`src/rtl/nxpc_pkg.sv`:
```
package nxpc_pkg;

  localparam int XW     = 32;
  localparam int OPW    = 6;
  localparam int IMMW   = 16;
  localparam int IDXW   = 26;
  localparam int REGW   = 5;
  localparam int REGION = XW - IDXW - 2;

  localparam logic [OPW-1:0] OP_SPECIAL = 6'd0;
  localparam logic [OPW-1:0] OP_JUMP    = 6'd2;
  localparam logic [OPW-1:0] OP_CALL    = 6'd3;
  localparam logic [OPW-1:0] OP_BR_EQ   = 6'd4;
  localparam logic [OPW-1:0] OP_BR_NE   = 6'd5;
  localparam logic [5:0]     FN_RETURN  = 6'd8;

  typedef enum logic [2:0] {
    FLOW_SEQ,
    FLOW_BRANCH,
    FLOW_JUMP,
    FLOW_CALL,
    FLOW_INDIRECT
  } flow_e;

  typedef struct packed {
    flow_e            kind;
    logic             want_ne;
    logic [IMMW-1:0]  offset;
    logic [IDXW-1:0]  index;
  } flow_dec_t;

endpackage

```
`src/rtl/nxpc_decode.sv`:
```
module nxpc_decode
  import nxpc_pkg::*;
(
  input  logic [XW-1:0] instr,
  output flow_dec_t     dec
);

  logic [OPW-1:0] opcode;
  logic [5:0]     funct;

  assign opcode = instr[XW-1 -: OPW];
  assign funct  = instr[5:0];

  always_comb begin
    dec         = '0;
    dec.kind    = FLOW_SEQ;
    dec.offset  = instr[IMMW-1:0];
    dec.index   = instr[IDXW-1:0];
    dec.want_ne = 1'b0;
    unique case (opcode)
      OP_SPECIAL: if (funct == FN_RETURN) dec.kind = FLOW_INDIRECT;
      OP_JUMP:    dec.kind = FLOW_JUMP;
      OP_CALL:    dec.kind = FLOW_CALL;
      OP_BR_EQ:   dec.kind = FLOW_BRANCH;
      OP_BR_NE: begin
        dec.kind    = FLOW_BRANCH;
        dec.want_ne = 1'b1;
      end
      default:    dec.kind = FLOW_SEQ;
    endcase
  end

endmodule

```
`src/rtl/nxpc_target.sv`:
```
module nxpc_target
  import nxpc_pkg::*;
(
  input  logic [XW-1:0] pc,
  input  flow_dec_t     dec,
  output logic [XW-1:0] seq_pc,
  output logic [XW-1:0] branch_pc,
  output logic [XW-1:0] jump_pc
);

  localparam int EXTW = XW - IMMW - 2;

  logic [XW-1:0] disp;

  assign seq_pc    = pc + XW'(4);
  assign disp      = {{EXTW{dec.offset[IMMW-1]}}, dec.offset, 2'b00};
  assign branch_pc = seq_pc + disp;
  assign jump_pc   = {pc[XW-1 -: REGION], dec.index, 2'b00};

endmodule

```
`src/rtl/nxpc_select.sv`:
```
module nxpc_select
  import nxpc_pkg::*;
(
  input  flow_dec_t     dec,
  input  logic          cmp_eq,
  input  logic [XW-1:0] rs_val,
  input  logic [XW-1:0] seq_pc,
  input  logic [XW-1:0] branch_pc,
  input  logic [XW-1:0] jump_pc,
  output logic [XW-1:0] next_pc,
  output logic          link_we
);

  logic taken;

  assign taken = (dec.kind == FLOW_BRANCH) && (cmp_eq ^ dec.want_ne);

  always_comb begin
    next_pc = seq_pc;
    link_we = 1'b0;
    case (dec.kind)
      FLOW_BRANCH:   if (taken) next_pc = branch_pc;
      FLOW_JUMP:     next_pc = jump_pc;
      FLOW_CALL: begin
        next_pc = jump_pc;
        link_we = 1'b1;
      end
      FLOW_INDIRECT: next_pc = rs_val;
      default:       next_pc = seq_pc;
    endcase
  end

endmodule

```
`src/rtl/nxpc_unit.sv`:
```
module nxpc_unit
  import nxpc_pkg::*;
#(
  parameter logic [31:0] RESET_VEC = 32'h0040_0000,
  parameter logic [4:0]  LINK_REG  = 5'd31
) (
  input  logic        clk,
  input  logic        rst_n,
  input  logic [31:0] instr_i,
  input  logic        cmp_eq_i,
  input  logic [31:0] rs_val_i,
  output logic [31:0] pc_o,
  output logic [31:0] next_pc_o,
  output logic        link_we_o,
  output logic [4:0]  link_dst_o,
  output logic [31:0] link_val_o
);

  logic          rel_meta_q;
  logic          run_q;
  logic [XW-1:0] pc_q;
  logic [XW-1:0] pc_d;
  flow_dec_t     dec;
  logic [XW-1:0] seq_pc;
  logic [XW-1:0] branch_pc;
  logic [XW-1:0] jump_pc;
  logic [XW-1:0] next_pc;
  logic          link_we;

  always_ff @(posedge clk or negedge rst_n) begin
    if (!rst_n) begin
      rel_meta_q <= 1'b0;
      run_q      <= 1'b0;
    end else begin
      rel_meta_q <= 1'b1;
      run_q      <= rel_meta_q;
    end
  end

  nxpc_decode u_dec (
    .instr (instr_i),
    .dec   (dec)
  );

  nxpc_target u_tgt (
    .pc        (pc_q),
    .dec       (dec),
    .seq_pc    (seq_pc),
    .branch_pc (branch_pc),
    .jump_pc   (jump_pc)
  );

  nxpc_select u_sel (
    .dec       (dec),
    .cmp_eq    (cmp_eq_i),
    .rs_val    (rs_val_i),
    .seq_pc    (seq_pc),
    .branch_pc (branch_pc),
    .jump_pc   (jump_pc),
    .next_pc   (next_pc),
    .link_we   (link_we)
  );

  always_comb begin
    pc_d = pc_q;
    if (run_q) pc_d = next_pc;
    else       pc_d = RESET_VEC;
  end

  always_ff @(posedge clk or negedge rst_n) begin
    if (!rst_n) pc_q <= RESET_VEC;
    else        pc_q <= pc_d;
  end

  assign pc_o       = pc_q;
  assign next_pc_o  = next_pc;
  assign link_we_o  = link_we;
  assign link_dst_o = LINK_REG;
  assign link_val_o = seq_pc;

endmodule

```
`config.mk`:
```
export PLATFORM = sky130hd
export DESIGN_NAME = nxpc_unit
export DESIGN_NICKNAME = d
export VERILOG_FILES = /design/src/rtl/nxpc_pkg.sv /design/src/rtl/nxpc_decode.sv /design/src/rtl/nxpc_target.sv /design/src/rtl/nxpc_select.sv /design/src/rtl/nxpc_unit.sv
export SDC_FILE = /design/constraint.sdc
export NUM_CORES = 1
export LEC_CHECK = 0
export ABC_AREA = 1
export ABC_CLOCK_PERIOD_IN_PS = 4740
export BUFFER_PORTS_ARGS = -buffer_cell sky130_fd_sc_hd__buf_2
export CORE_MARGIN = 2
export CORE_UTILIZATION = 55
export DETAILED_ROUTE_END_ITERATION = 16
export GPL_TIMING_DRIVEN = 0
export PLACE_DENSITY = 0.81
export REMOVE_ABC_BUFFERS = 1
export SLEW_MARGIN = 20
export SYNTH_ARGS = -nofsm -noshare
export SYNTH_HDL_FRONTEND = slang
export SYNTH_SLANG_ARGS = --single-unit
```
`constraint.sdc`:
```
create_clock -name clk -period 4.74 [get_ports clk]
set_clock_uncertainty 0.05 [all_clocks]
set_input_delay 0.948 -clock clk [delete_from_list [all_inputs] [get_ports clk]]
set_output_delay 0.948 -clock clk [all_outputs]
set_load 0.01 [all_outputs]
```
==> summary.md <==
| Metric | Value |
|---|---|
| Status | completed |
| Avg Synthesized Cell Area | between 5 and 6 sq um |
| 1st-iter DRT viols | about 400 |
| Proportion of power drawn by combinational gates | approximately a third |
| Required time of the critical path | between 3 and 4 ns |
| Die ar. | between 0.01 and 0.015 sq mm |
| Worst path max stage delay | approximately 0.39 ns |
| Die width | 103 um |
| Clock Sink Count | 34 |
| Peak VDD IR | ~160 uV |
| Remaining DRCs | 0 |
| Sequential share of the synthesized area | between 15 and 20% |
| MaxCap Viol Count | 0 |
| Clock power frac | a little over a third |
| RR Startpoint | pc_o[3] |
| Worst path cell trace | ha_1 > nand3_4 > nor3_4 > inv_1 > nor2_2 > xnor2_1 > inv_2 > ha_2 > nand2_2 > nor2_2 > inv_1 > o21ai_0 > nand2_1 > nand4_1 > nand3_1 > nand2_1 > nand3_1 > buf_2 |
| Largest net degree at the start of global routing | 35 |
| Die Ht | 103 um |
| Fill cell count | 957 |
| Finish-stage setup viols | 0 |
| Final nets | around 1,200 |
| Post-layout min period | about 4.6 ns |
| Core Box Area | around 0.0096 sq mm |
| WP data arrival | 3.57 ns |
| Clock Latency Late Sink | 0.29 ns |
| Pre-CTS WS | 0.296 ns |
| Flop and latch count out of synthesis | 34 |
| Initial antenna violation count | 0 |
| Htree depth | 2 |
| Share of cells above drive strength 1 | about a quarter |
| Lkg Pwr | 4.16 nW |
| Total design power | 0.988 mW |
| CTS tree | yes |
| Critical path peak fanout | 4 |
| Distinct cell type count after synthesis | 48 |
| Net Sw Power | ~0.34 mW |
| FF+latch area | roughly 860 sq um |
| Slew headroom | approximately two fifths |
| Setup slack, reg-to-reg | between 1 and 1.5 ns |
| Synthesized area | 0.00538 sq mm |
| Port Buffers | around 160 |
| Part of the power in registers | between 30% and 40% |
| Main flop type after synthesis | dfrtp_1 |
| Vias in the first global route | ~6,000 |
| Setup TNS | 0 ns |
| Pins Over Slew Limit | 0 |
| FF-to-FF End | pc_o[25] |
| Worst setup path category | reg2out |
| DRT antenna net count | 0 |
| Vias per cell | roughly 5.4 |
| Number of cells on the worst hold path | 0 |
| CTS buffer count | 5 |
| Final hold vios | 0 |
| Max Freq | roughly 220 MHz |
| Worst R2R Path Depth | 17 |
| Routability cong. | 1.01 |
| Worst min path class | reg2reg |
| Syn Inst Count | between 900 and 1,000 |
| Commonest non-fill, non-tap cell in the layout | nand2_1 |
| 1st-pass router iterations | 7 |
| Buf/Inv on CP | 4 |
| Crit path depth | 18 |
| Area grow syn2layout | 24.1% |
| Power Density | 148 mW/mm^2 |
| Hpwl dp | between 15,000 and 20,000 um |
| Final period util | between 90% and 100% |
| Yosys warnings | 0 |
| Starting density of the core | between 50 and 60% |
| Worst setup startpoint | pc_o[3] |
| Num ports | between 150 and 200 |
| Most frequent cells in the layout | nand2_1 (372), buf_2 (163), inv_1 (155) |
| Number of enable flip-flop cells after synthesis | 0 |
| CP Launch Type | flop |
| Switching Share | approximately a third |
| Slowest CP cell | dfrtp_1 |
| First-pass GRT wire length | about 29,000 um |
| Pint | roughly 0.64 mW |
| Clock Tree Buf Depth | 2 |
| HP Start | rel_meta_q |
| Root Driver | clkbuf_8 |
| Area of the multi-input gates | between 0.003 and 0.004 sq mm |
| Hold EP | run_q |
| Routed len/inst | ~15 um |
| Vias | 6,741 |
| Row cnt | 36 |
| N_diodes | 0 |
| Worst hold margin | roughly 0.31 ns |
| Final WS setup | approximately 0.17 ns |
| Global route overflow | 0 |
| Worst Tran Pin Value | around 0.89 ns |
| Critical path endpoint category | primary output |
| Final WL | ~19,000 um |
| Global-route usage over all layers | 35.7% |
| Clk slew on worst S/H paths | 0.07 ns |
| CP delay by family, top | simple AND/OR/NAND/NOR gates |
| # hold bufs at CTS | 0 |
| Async SR Flop Fraction | 100% |
## routing by layer
layer	global-route usage, %	vias up	share of wire [%]
met5	0	-	0
met4	18.4	0	5.4
met3	5.22	67	10
met2	57.4	379	44
met1	46.7	3001	41
li1	-	3294	-
## through the flow
step           std cells  instance area (sq um)  util [%]
2_1_floorplan        934                   5280         -
3_3_place_gp        1230                   6260      64.9
3_5_place_dp        1232                   6290      65.3
4_1_cts             1240                   6450      66.9
5_1_grt             1250                   6680      69.3
6_report            1250                   6680      69.3
## synth_stat cells (2+ instances only)
library cell / number / share of area [%]
a31oi_1: 8 / 0.93
buf_2: 6 / 0.56
xnor2_1: 8 / 1.3
and2_1: 4 / 0.46
a21o_1: 4 / 0.56
o21bai_1: 4 / 0.56
nand3_2: 3 / 0.56
dfrtp_1: 33 / 15
nor3_1: 7 / 0.65
o211ai_1: 3 / 0.42
nand3_1: 68 / 6.3
nor2_2: 4 / 0.46
inv_1: 157 / 11
o21ai_0: 18 / 1.7
nor2_4: 5 / 1.0
inv_2: 2 / 0.14
buf_4: 7 / 0.98
o21ai_1: 5 / 0.46
nand4_1: 17 / 2.0
xor2_1: 23 / 3.7
a22o_1: 3 / 0.49
nand4_2: 8 / 1.9
clkbuf_1: 7 / 0.49
or2_2: 3 / 0.35
ha_1: 35 / 8.1
nor3_2: 3 / 0.56
a21oi_1: 30 / 2.8
nand3b_1: 3 / 0.42
nand2_2: 2 / 0.23
nor2_1: 75 / 5.2
nor4_1: 4 / 0.46
nand2_1: 376 / 26
## worst max path at each step
stage	endpoint
after global routing	next_pc_o[28]
after CTS	next_pc_o[31]
after detailed placement	next_pc_o[25]
after global placement	next_pc_o[9]
after floorplan	next_pc_o[28]
final	next_pc_o[25]
## logic make-up (layout without fill, tap and decap cells)
kind of cell | Yosys count | in the layout | synth area share [%]
xor+xnor | 33 | 33 | 5.65
compound gates | 77 | 77 | 8.25
fa+ha+maj | 36 | 36 | 8.51
flops | 34 | 34 | 15.8
other cells | 1 | 6 | 0.0697
buf+inv | 182 | 343 | 13.5
simple gates | 588 | 588 | 48.2
## cell type report
cell class	count	area share, %
multi-input cells	740	59.9
clock inverters	2	0.899
repair buffers	175	13.7
clock buffers	6	1.24
well taps	133	2.49
flip-flops and latches	34	12.8
inverters	160	8.99
## worst register-to-register path, stage by stage (launching register included)
cell     delay, ns
dfrtp_1       0.39
ha_1          0.25
nand3_4       0.14
nor3_4        0.22
inv_1         0.07
nor2_2        0.19
xnor2_1       0.17
inv_2         0.12
ha_2          0.39
nand2_2       0.10
nor2_2        0.16
inv_1         0.05
o21ai_0       0.25
nand2_1       0.14
nand4_1       0.10
nand3_1       0.18
nand2_1       0.16
a31oi_1       0.09
## power by group through the flow
stage / Clock [mW] / Sequential (mW) / Combinational [mW]
after CTS: 0.342 / 0.314 / 0.316
after global placement: 0 / 0.320 / 0.310
after detailed placement: 0 / 0.319 / 0.313
after global routing: 0.357 / 0.316 / 0.366
after floorplan: 0 / 0.319 / 0.186
final: 0.343 / 0.315 / 0.330
## state kept, by name, indices dropped and copies added (netlist names)
signal	flops
pc_o	32
rel_meta_q	1
run_q	1
## timing repair
item                                    in CTS  in global routing
resized for setup                            3                 42
hold endpoints to repair                     0                  0
endpoints found under the setup margin       4                 15
pin swaps                                    0                  4
buffers inserted                             0                 10
No activity file was read; power rests on OpenSTA's default activity.
